$ cat config.mk
export PLATFORM = sky130hd
export DESIGN_NAME = sp_delta_engine
export DESIGN_NICKNAME = d
export VERILOG_FILES = /design/src/rtl/sp_pkg.sv /design/src/rtl/sp_uop_classify.sv /design/src/rtl/sp_delta_adder.sv /design/src/rtl/sp_stream_ctl.sv /design/src/rtl/sp_delta_engine.sv
export SDC_FILE = /design/constraint.sdc
export NUM_CORES = 1
export LEC_CHECK = 0
export CORE_MARGIN = 2
export CORE_UTILIZATION = 33
export CTS_CLUSTER_DIAMETER = 100
export CTS_CLUSTER_SIZE = 20
export DETAILED_ROUTE_END_ITERATION = 10
export HOLD_SLACK_MARGIN = 0.12
export PLACE_DENSITY = 0.85
export SLEW_MARGIN = 0
export SYNTH_ARGS = -nofsm -noshare
export SYNTH_HDL_FRONTEND = slang
export SYNTH_SLANG_ARGS = --single-unit
$ cat constraint.sdc
create_clock -name clk -period 7.34 [get_ports clk]
set_input_delay 1.101 -clock clk [delete_from_list [all_inputs] [get_ports clk]]
set_output_delay 1.101 -clock clk [all_outputs]
set_load 0.02 [all_outputs]
$ cat src/rtl/sp_pkg.sv
`timescale 1ns/1ps
package sp_pkg;
  localparam int KIND_W = 3;

  typedef enum logic [KIND_W-1:0] {
    K_PLAIN = 3'd0,
    K_PUSH  = 3'd1,
    K_POP   = 3'd2,
    K_ADJ   = 3'd3,
    K_SPUSE = 3'd4,
    K_SYNC  = 3'd5
  } uop_kind_e;

  typedef struct packed {
    logic is_push;
    logic is_pop;
    logic is_adj;
    logic uses_sp;
  } uop_class_t;
endpackage

$ cat src/rtl/sp_uop_classify.sv
`timescale 1ns/1ps
module sp_uop_classify
  import sp_pkg::*;
#(
  parameter int DELTA_W      = 8,
  parameter int IMM_W        = 8,
  parameter int NARROW_BYTES = 4,
  parameter int WIDE_BYTES   = 8
) (
  input  logic [KIND_W-1:0]  kind,
  input  logic               wide,
  input  logic [IMM_W-1:0]   imm,
  output uop_class_t         cls,
  output logic [DELTA_W-1:0] amount
);
  logic [DELTA_W-1:0] slot_bytes;
  logic [DELTA_W-1:0] imm_ext;

  assign slot_bytes = wide ? DELTA_W'(WIDE_BYTES) : DELTA_W'(NARROW_BYTES);
  assign imm_ext    = DELTA_W'($signed(imm));

  always_comb begin
    cls    = '0;
    amount = '0;
    case (kind)
      K_PUSH: begin
        cls.is_push = 1'b1;
        amount      = -slot_bytes;
      end
      K_POP: begin
        cls.is_pop = 1'b1;
        amount     = slot_bytes;
      end
      K_ADJ: begin
        cls.is_adj = 1'b1;
        amount     = imm_ext;
      end
      K_SPUSE: cls.uses_sp = 1'b1;
      default: ;
    endcase
  end
endmodule

$ cat src/rtl/sp_delta_adder.sv
`timescale 1ns/1ps
module sp_delta_adder #(
  parameter int DELTA_W = 8
) (
  input  logic [DELTA_W-1:0] delta,
  input  logic [DELTA_W-1:0] amount,
  output logic [DELTA_W-1:0] sum,
  output logic               ovf
);
  logic [DELTA_W:0] carry;

  assign carry[0] = 1'b0;

  for (genvar i = 0; i < DELTA_W; i++) begin : g_bit
    assign sum[i]     = delta[i] ^ amount[i] ^ carry[i];
    assign carry[i+1] = (delta[i] & amount[i]) | (carry[i] & (delta[i] ^ amount[i]));
  end

  assign ovf = carry[DELTA_W] ^ carry[DELTA_W-1];
endmodule

$ cat src/rtl/sp_stream_ctl.sv
`timescale 1ns/1ps
module sp_stream_ctl
  import sp_pkg::*;
(
  input  logic       in_valid,
  input  logic       out_ready,
  input  logic       flush,
  input  uop_class_t cls,
  input  logic       delta_nz,
  input  logic       sum_ovf,
  output logic       need_sync,
  output logic       out_valid,
  output logic       in_ready,
  output logic       load_sum,
  output logic       clear_delta
);
  logic modifies;

  assign modifies    = cls.is_push | cls.is_pop | cls.is_adj;
  assign need_sync   = in_valid & ~flush &
                       ((cls.uses_sp & delta_nz) | (modifies & sum_ovf));
  assign out_valid   = in_valid & ~flush & (need_sync | ~cls.is_adj);
  assign in_ready    = ~flush & ~need_sync & (cls.is_adj | out_ready);
  assign load_sum    = in_valid & in_ready & modifies;
  assign clear_delta = flush | (need_sync & out_ready);
endmodule

$ cat src/rtl/sp_delta_engine.sv
`timescale 1ns/1ps
module sp_delta_engine
  import sp_pkg::*;
#(
  parameter int DELTA_W      = 8,
  parameter int IMM_W        = 8,
  parameter int PAYLOAD_W    = 32,
  parameter int NARROW_BYTES = 4,
  parameter int WIDE_BYTES   = 8
) (
  input  logic                 clk,
  input  logic                 rst,
  input  logic                 flush,
  input  logic                 in_valid,
  output logic                 in_ready,
  input  logic [KIND_W-1:0]    in_kind,
  input  logic                 in_wide,
  input  logic [IMM_W-1:0]     in_imm,
  input  logic [PAYLOAD_W-1:0] in_payload,
  output logic                 out_valid,
  input  logic                 out_ready,
  output logic [KIND_W-1:0]    out_kind,
  output logic [DELTA_W-1:0]   out_offset,
  output logic [PAYLOAD_W-1:0] out_payload
);
  uop_class_t         cls;
  logic [DELTA_W-1:0] amount;
  logic [DELTA_W-1:0] delta_q;
  logic [DELTA_W-1:0] sum;
  logic               sum_ovf;
  logic               need_sync;
  logic               load_sum;
  logic               clear_delta;

  sp_uop_classify #(
    .DELTA_W(DELTA_W), .IMM_W(IMM_W),
    .NARROW_BYTES(NARROW_BYTES), .WIDE_BYTES(WIDE_BYTES)
  ) u_cls (
    .kind(in_kind), .wide(in_wide), .imm(in_imm),
    .cls(cls), .amount(amount)
  );

  sp_delta_adder #(.DELTA_W(DELTA_W)) u_add (
    .delta(delta_q), .amount(amount), .sum(sum), .ovf(sum_ovf)
  );

  sp_stream_ctl u_ctl (
    .in_valid(in_valid), .out_ready(out_ready), .flush(flush),
    .cls(cls), .delta_nz(|delta_q), .sum_ovf(sum_ovf),
    .need_sync(need_sync), .out_valid(out_valid), .in_ready(in_ready),
    .load_sum(load_sum), .clear_delta(clear_delta)
  );

  always_ff @(posedge clk) begin
    if (rst || clear_delta) delta_q <= '0;
    else if (load_sum)      delta_q <= sum;
  end

  always_comb begin
    if (need_sync) begin
      out_kind    = K_SYNC;
      out_offset  = delta_q;
      out_payload = '0;
    end else begin
      out_kind    = (in_kind > K_SPUSE) ? K_PLAIN : in_kind;
      out_payload = in_payload;
      if (cls.is_push)     out_offset = sum;
      else if (cls.is_pop) out_offset = delta_q;
      else                 out_offset = '0;
    end
  end
endmodule

==> run_results.csv, run 1 <==
group,metric,value,unit
run_status,status,"finished, final reports clean",
logic_synthesis,synth_area_leaders,"and2_4 23%, dfxtp_1 14%, fa_1 12%",
floorplanning,initial_utilization,0.3398,
floorplanning,die_area,3891,sq um
cells_and_area,drive_gt1_frac,0.3190,
cells_and_area,multi_input_area,878.3,sq um
timing,fmax,0.1388,GHz
logic_synthesis,synth.distinct_cells,35,
power,p_sw_frac,0.3326,
logic_synthesis,synth.yosys.warnings,0,
worst_setup_path,crit_path_end,"out_offset[7]",
worst_setup_path,crit_path_start,"in_kind[0]",
power,p_switching,58.05,uW
worst_setup_path,path_cells,"clkdlybuf4s50_1, nor2b_1, and3_1, ha_1, inv_1, fa_1, fa_1, fa_1, fa_1, fa_1, fa_2, fa_1, xnor2_2, nor3_4, o21bai_4, buf_4, o31ai_4, o2bb2ai_1, buf_2",
logic_synthesis,seq_area_frac_synth,0.1424,
global_routing,grt_max_degree,23,
power,finalPower,174.6,uW
floorplanning,core-area,3311,sq um
worst_setup_path,worstSetupPathType,"in -> out",
routing,wl_per_cell,14.01,um
clocking,cts_tree,"yes",
global_routing,first_global_vias,1309,
clocking,cts.path.max_buffers,2,
power,p_clk_frac,0.197,
logic_synthesis,synth.cell_area,1125,sq um
logic_synthesis,ys_seq_elements,8,
global_routing,grt.overflow.total,0,
routing,drc_errors,0,
power,intPower,116.5,uW
worst_setup_path,reg2reg_from,"delta_q[0]",
cells_and_area,largest_reg_flops,8,
floorplanning,io_pins,94,
worst_setup_path,critPathMaxStageDelay,0.48,ns
logic_synthesis,synth_top_area_share,0.2258,
routing,vias_per_cell,4.698,
floorplanning,rows,21,
worst_setup_path,ff2ff_path_depth,15,
logic_synthesis,synth_edf_count,0,
worst_setup_path,worstSetupStartpointType,"input pin",
worst_setup_path,crit_top_cell,"fa_1",
placed_design,io_buffers,93,
cells_and_area,syn2layout_area_growth,84.87,%
power,power.density,83.95,nW/um^2
logic_synthesis,synthFlopType,"dfxtp_1",
routing,wl,3896,um
worst_setup_path,r2r_slack,2.38,ns
power,pwr-share-seq,0.256,
floorplanning,die_h,62.38,um
timing,rsz0062_at_grt,"yes",
routing,first_pass_iters,4,
cells_and_area,layout.nets,291,
flow_run,maxCapViolations,0,
cells_and_area,reg_top3,"delta_q x8",
clocking,cts_made_buffers,3,
timing,hold_viol,0,
worst_hold_path,hold_class,"reg -> reg",
routing,ant_nets,0,
worst_setup_path,cp_slowest_cell,"clkdlybuf4s50_1",
timing,hold_ws,0.5381,ns
cells_and_area,final_cell_count_no_fill,278,
global_routing,antenna_found_initial,0,
timing,setup_viol,0,
logic_synthesis,synthesis.nets,187,
clocking,insertion_delay,0.25,ns
clocking,clk_pin_slew,0.06,ns
cells_and_area,diodes,0,
clocking,cts.sinks,8,
worst_hold_path,hold_depth,2,
clocking,cts_root_buf,"clkbuf_4",
placed_design,hpwlAfterDp,3250,um
placed_design,dp.cells,275,
logic_synthesis,synth_top_area_cell,"and2_4",
cells_and_area,regMostFlops,"delta_q",
power,peakVddDrop,0.03405,mV
power,cellLeakagePower,0.8604,nW
worst_setup_path,worstPathArrival,6.10,ns
placed_design,place.gp.congestion,0.9065,
routing,drt_iter0_drc,61,
power,p_comb_frac,0.547,
cells_and_area,filler_cell_count,314,
floorplanning,die_w,62.38,um
timing,maxSlewViolCount,0,
worst_setup_path,required,6.24,ns
global_routing,grt_use_total,0.2059,
timing,timing.slew.headroom,0.4654,
cells_and_area,regArea,160.2,sq um
timing,tightest_slew,0.7985,ns
routing,dr_total_vias,1306,
timing,final.setup_skew,0.006020,ns
worst_setup_path,cp_max_fo,8,
worst_setup_path,reg2reg_to,"delta_q[0]",
timing,min_period,7.205,ns
clocking,h-tree-depth,1,
logic_synthesis,synthCells,130,
logic_synthesis,synth_commonest_cells,"29 x and2_4, 11 x inv_1, 11 x nor2_1",
logic_synthesis,syn_area_per_cell,8.653,sq um
global_routing,grt_pass1_wl,6403,um
clocking,cts_hold_buf,0,
logic_synthesis,yosysMostFrequentCell,"and2_4",
worst_setup_path,end_kind,"primary output",
timing,finalCritPeriodShare,0.9816,
logic_synthesis,synthArstFlopShare,0,
==> kinds of logic (layout without fill, tap and decap cells) <==
kind of cell / after synthesis / after routing / synth area share
buffers and inverters: 18 / 120 / 0.08565
multiplexers: 1 / 1 / 0.008899
AO/OA/AOI/OAI: 29 / 29 / 0.2047
adder cells (fa/ha/maj): 8 / 8 / 0.1357
flip-flops: 8 / 8 / 0.1424
XOR/XNOR: 1 / 1 / 0.007788
AND/OR/NAND/NOR: 65 / 65 / 0.4149
==> cell usage in the layout, fill, tap and decap left out, types with 2 or more instances in the layout <==
master	Yosys	layout
nor2_1	11	11
nand2b_1	2	2
a21oi_1	3	3
dlygate4sd2_1	0	13
clkbuf_4	0	3
nand2_1	5	5
clkdlybuf4s50_1	0	48
and2_1	3	3
o21ai_0	6	6
buf_2	2	4
nand3_1	2	2
clkbuf_2	0	16
a211oi_1	7	7
fa_1	7	6
nor3_1	3	3
dfxtp_1	8	8
inv_1	11	11
nor4_1	2	2
and2_4	29	29
buf_4	1	12
o2bb2ai_1	8	8
clkdlybuf4s15_1	0	12
==> per-layer routing <==
| layer | routed length [um] | vias up | track usage | part of all wire |
|---|---|---|---|---|
| li1 | - | 647 | - | - |
| met1 | 1564 | 608 | 0.2480 | 0.40 |
| met2 | 2116 | 45 | 0.3764 | 0.54 |
| met3 | 153 | 6 | 0.03423 | 0.039 |
| met4 | 61 | 0 | 0.05833 | 0.016 |
| met5 | 0 | - | 0 | 0 |
==> how the worst min path moves through the flow <==
stage	from	endpoint
5_1_grt	delta_q[2]	delta_q[2]
3_5_place_dp	delta_q[6]	delta_q[6]
2_1_floorplan	delta_q[7]	delta_q[7]
4_1_cts	delta_q[6]	delta_q[6]
6_report	delta_q[2]	delta_q[2]
3_3_place_gp	delta_q[2]	delta_q[2]
==> cell type report <==
type	instances	share of cell area
Timing Repair Buffer	106	0.4422
Multi-Input combinational cell	104	0.4224
Sequential cell	8	0.07702
Tap cell	46	0.02768
Inverter	11	0.01986
Clock buffer	3	0.01083
==> power by group through the flow <==
stage	clock network, mW	logic [mW]	registers [mW]
after floorplan	0	0.0469	0.0455
after global placement	0	0.103	0.0457
after detailed placement	0	0.104	0.0457
after CTS	0.0338	0.0961	0.0447
after global routing	0.0374	0.102	0.0448
final	0.0344	0.0954	0.0447
==> stage by stage <==
stage          utilization  worst slack (ns)  TNS (ns)  instance area, sq um
2_1_floorplan            -            0.2204         0                  1125
3_3_place_gp        0.6512           -0.1795    -4.716                  2156
3_5_place_dp        0.6512           -0.3222    -11.15                  2156
4_1_cts             0.6493         -0.004258  -0.01104                  2150
5_1_grt             0.6281          -0.03718   -0.2346                  2079
6_report            0.6281            0.1351         0                  2079
==> worst max-delay path, delay by kind of cell <==
| family | cells | cell delay (ns) |
|---|---|---|
| buffers and inverters | 4 | 0.88 |
| adders and majority gates | 8 | 2.94 |
| AOI/OAI and AO/OA | 3 | 0.42 |
| and+or+nand+nor | 3 | 0.57 |
| xor gates and xnor gates | 1 | 0.17 |
==> timing repair <==
item | CTS | global route
resized for setup | 58 | 47
setup endpoints to repair | 45 | 45
buffers inserted | 0 | 0
(Power assumes the default switching activity.)
==> inputs of run 2 (changes only) <==
Settings changed: CORE_MARGIN 2 to not set.
==> run 2 against run 1 <==
Against the previous run: worst setup slack gained 0.036 ns; wire length shrank 2.2%; critical path depth shrank 1; global-route usage grew 0.47 points; via count shrank 0.23%; power grew 1.7%; highest routed layer unchanged; non-clock buffer count grew 1.
==> run_results.csv, run 2 (same netlist as run 1, synthesis figures left out) <==
group,metric,value,unit
worst_hold_path,min_to,"delta_q[5]",
timing,timing.slew.headroom,0.4766,
routing,drc_errors,0,
clocking,cts_hold_buf,0,
timing,final.setup_skew,0.001133,ns
timing,setup_viol,0,
routing,dr_total_vias,1303,
timing,hold_viol,0,
clocking,h-tree-depth,1,
cells_and_area,regMostFlops,"delta_q",
worst_setup_path,end_kind,"primary output",
worst_setup_path,required,6.24,ns
timing,fmax,0.1395,GHz
routing,route.met3.wl,341,um
cells_and_area,largest_reg_flops,8,
worst_hold_path,hp-start,"delta_q[5]",
cells_and_area,diodes,0,
timing,maxSlewViolCount,0,
clocking,cts_root_buf,"clkbuf_4",
floorplanning,initial_utilization,0.3567,
power,peakVddDrop,0.04098,mV
power,cellLeakagePower,0.9060,nW
routing,ant_nets,0,
floorplanning,die_w,60.38,um
global_routing,grt_use_total,0.2105,
clocking,cts_tree,"yes",
clocking,cts.sinks,8,
timing,finalCritPeriodShare,0.9768,
cells_and_area,syn2layout_area_growth,86.54,%
placed_design,place.gp.congestion,0.8647,
cells_and_area,reg_top3,"delta_q x8",
clocking,clk_pin_slew,0.06,ns
floorplanning,core-area,3153,sq um
timing,min_period,7.169,ns
placed_design,dp_slack,-0.2946,ns
global_routing,grt_max_degree,18,
floorplanning,rows,20,
timing,tightest_slew,0.7818,ns
worst_setup_path,r2r_slack,2.50,ns
floorplanning,io_pins,94,
worst_setup_path,ff2ff_path_depth,15,
routing,vias_per_cell,4.704,
cells_and_area,filler_cell_count,306,
routing,dr_wl_met2,1907,um
cells_and_area,regArea,160.2,sq um
placed_design,hpwlAfterDp,2966,um
global_routing,grt_pass1_wl,5561,um
worst_hold_path,hold_depth,2,
timing,fin_ws,0.1706,ns
worst_setup_path,cp_max_fo,17,
cells_and_area,final_common_cell,"clkdlybuf4s50_1",
clocking,insertion_delay,0.27,ns
routing,wl,3811,um
power,finalPower,177.5,uW
cells_and_area,final_cell_count_no_fill,277,
placed_design,dp.cells,272,
clocking,cts.path.max_buffers,2,
global_routing,grt.overflow.total,0,
routing,wl_per_cell,13.76,um
routing,wl_met1,1495,um
flow_run,maxCapViolations,0,
cells_and_area,mostFrequentLayoutCells,"48 x clkdlybuf4s50_1, 29 x and2_4, 24 x clkbuf_2, 20 x dlygate4sd2_1, 12 x buf_4",
worst_setup_path,reg2reg_to,"delta_q[7]",
cells_and_area,multi_input_area,888.4,sq um
floorplanning,die_area,3646,sq um
worst_setup_path,worstPathArrival,6.07,ns
run_status,status,"finished, final reports clean",
global_routing,first_global_vias,1194,
routing,maxUsedRoutingLayer,"met4",
global_routing,antenna_found_initial,0,
placed_design,io_buffers,93,
cells_and_area,layout.nets,292,
worst_setup_path,worstSetupStartpointType,"input pin",
worst_hold_path,hold_class,"reg -> reg",
worst_setup_path,reg2reg_from,"delta_q[0]",
floorplanning,die_h,60.38,um
clocking,cts_made_buffers,3,
routing,drt_iter0_drc,30,
worst_setup_path,worstSetupPathType,"in -> out",
cells_and_area,drive_gt1_frac,0.3476,
routing,first_pass_iters,4,
power,power.density,84.58,nW/um^2
-- run 2: cell count changes in the layout (fill, tap and decap cells not counted), sizes merged --
cell           before  now
clkbuf             19   27
clkdlybuf4s15      12    0
dlymetal6s2s        0    1
bufbuf              0    1
dlygate4sd2        13   20
buf                17   13
-- run 2: cell type report --
type | instances | share of cell area
Tap cell | 44 | 0.02624
Inverter | 11 | 0.01968
Clock buffer | 3 | 0.01073
Sequential cell | 8 | 0.07633
Multi-Input combinational cell | 104 | 0.4234
Timing Repair Buffer | 107 | 0.4436
-- run 2: layer usage --
layer,up-vias,GRT usage
met2,63,0.3485
li1,650,-
met5,-,0
met1,585,0.2658
met3,5,0.03625
met4,0,0.09967
-- run 2: where the power goes --
group          switching, mW  total, mW  internal, mW
clock                 0.0189     0.0379        0.0190
combinational         0.0413     0.0948        0.0535
sequential          0.000742     0.0448        0.0440
-- run 2: repair_timing --
item                                    in CTS  in global routing
cloned                                       1                  0
pin swaps                                    0                  1
endpoints found under the setup margin      45                 25
buffers inserted                             1                  0
gates resized for setup                     48                 50
-- run 2: worst max path at each step --
stage / from / to / slack (ns) / cells after the start
after floorplan: in_kind[0] / in_ready / 0.22 / 18
after global placement: in_kind[0] / out_offset[2] / -0.17 / 18
after detailed placement: in_kind[0] / out_offset[6] / -0.29 / 18
after CTS: in_kind[0] / out_payload[25] / 0.04 / 19
after global routing: in_kind[0] / out_payload[1] / -0.01 / 19
final: in_kind[1] / out_payload[1] / 0.17 / 18
-- run 2: stage by stage --
step | hold WS (ns) | util | TNS (ns) | instance area (sq um)
detailed placement | 0.5347 | 0.6845 | -10.53 | 2158
global route | 0.5886 | 0.6655 | -0.009787 | 2098
floorplan | 0.5030 | - | 0 | 1125
global placement | 0.5228 | 0.6845 | -5.801 | 2158
CTS | 0.5428 | 0.6917 | 0 | 2181
finish | 0.5492 | 0.6655 | 0 | 2098
-- run 2: critical path: stages --
cell and delay (ns):
clkdlybuf4s50_1 0.62, and3_1 0.20, ha_1 0.13, inv_1 0.04, fa_1 0.38, fa_1 0.39, fa_1 0.39, fa_1 0.40
fa_1 0.40, fa_2 0.38, fa_2 0.39, xnor2_2 0.16, nor3_4 0.23, o21bai_4 0.13, buf_4 0.16, bufbuf_16 0.27
and2_1 0.15, clkbuf_2 0.15
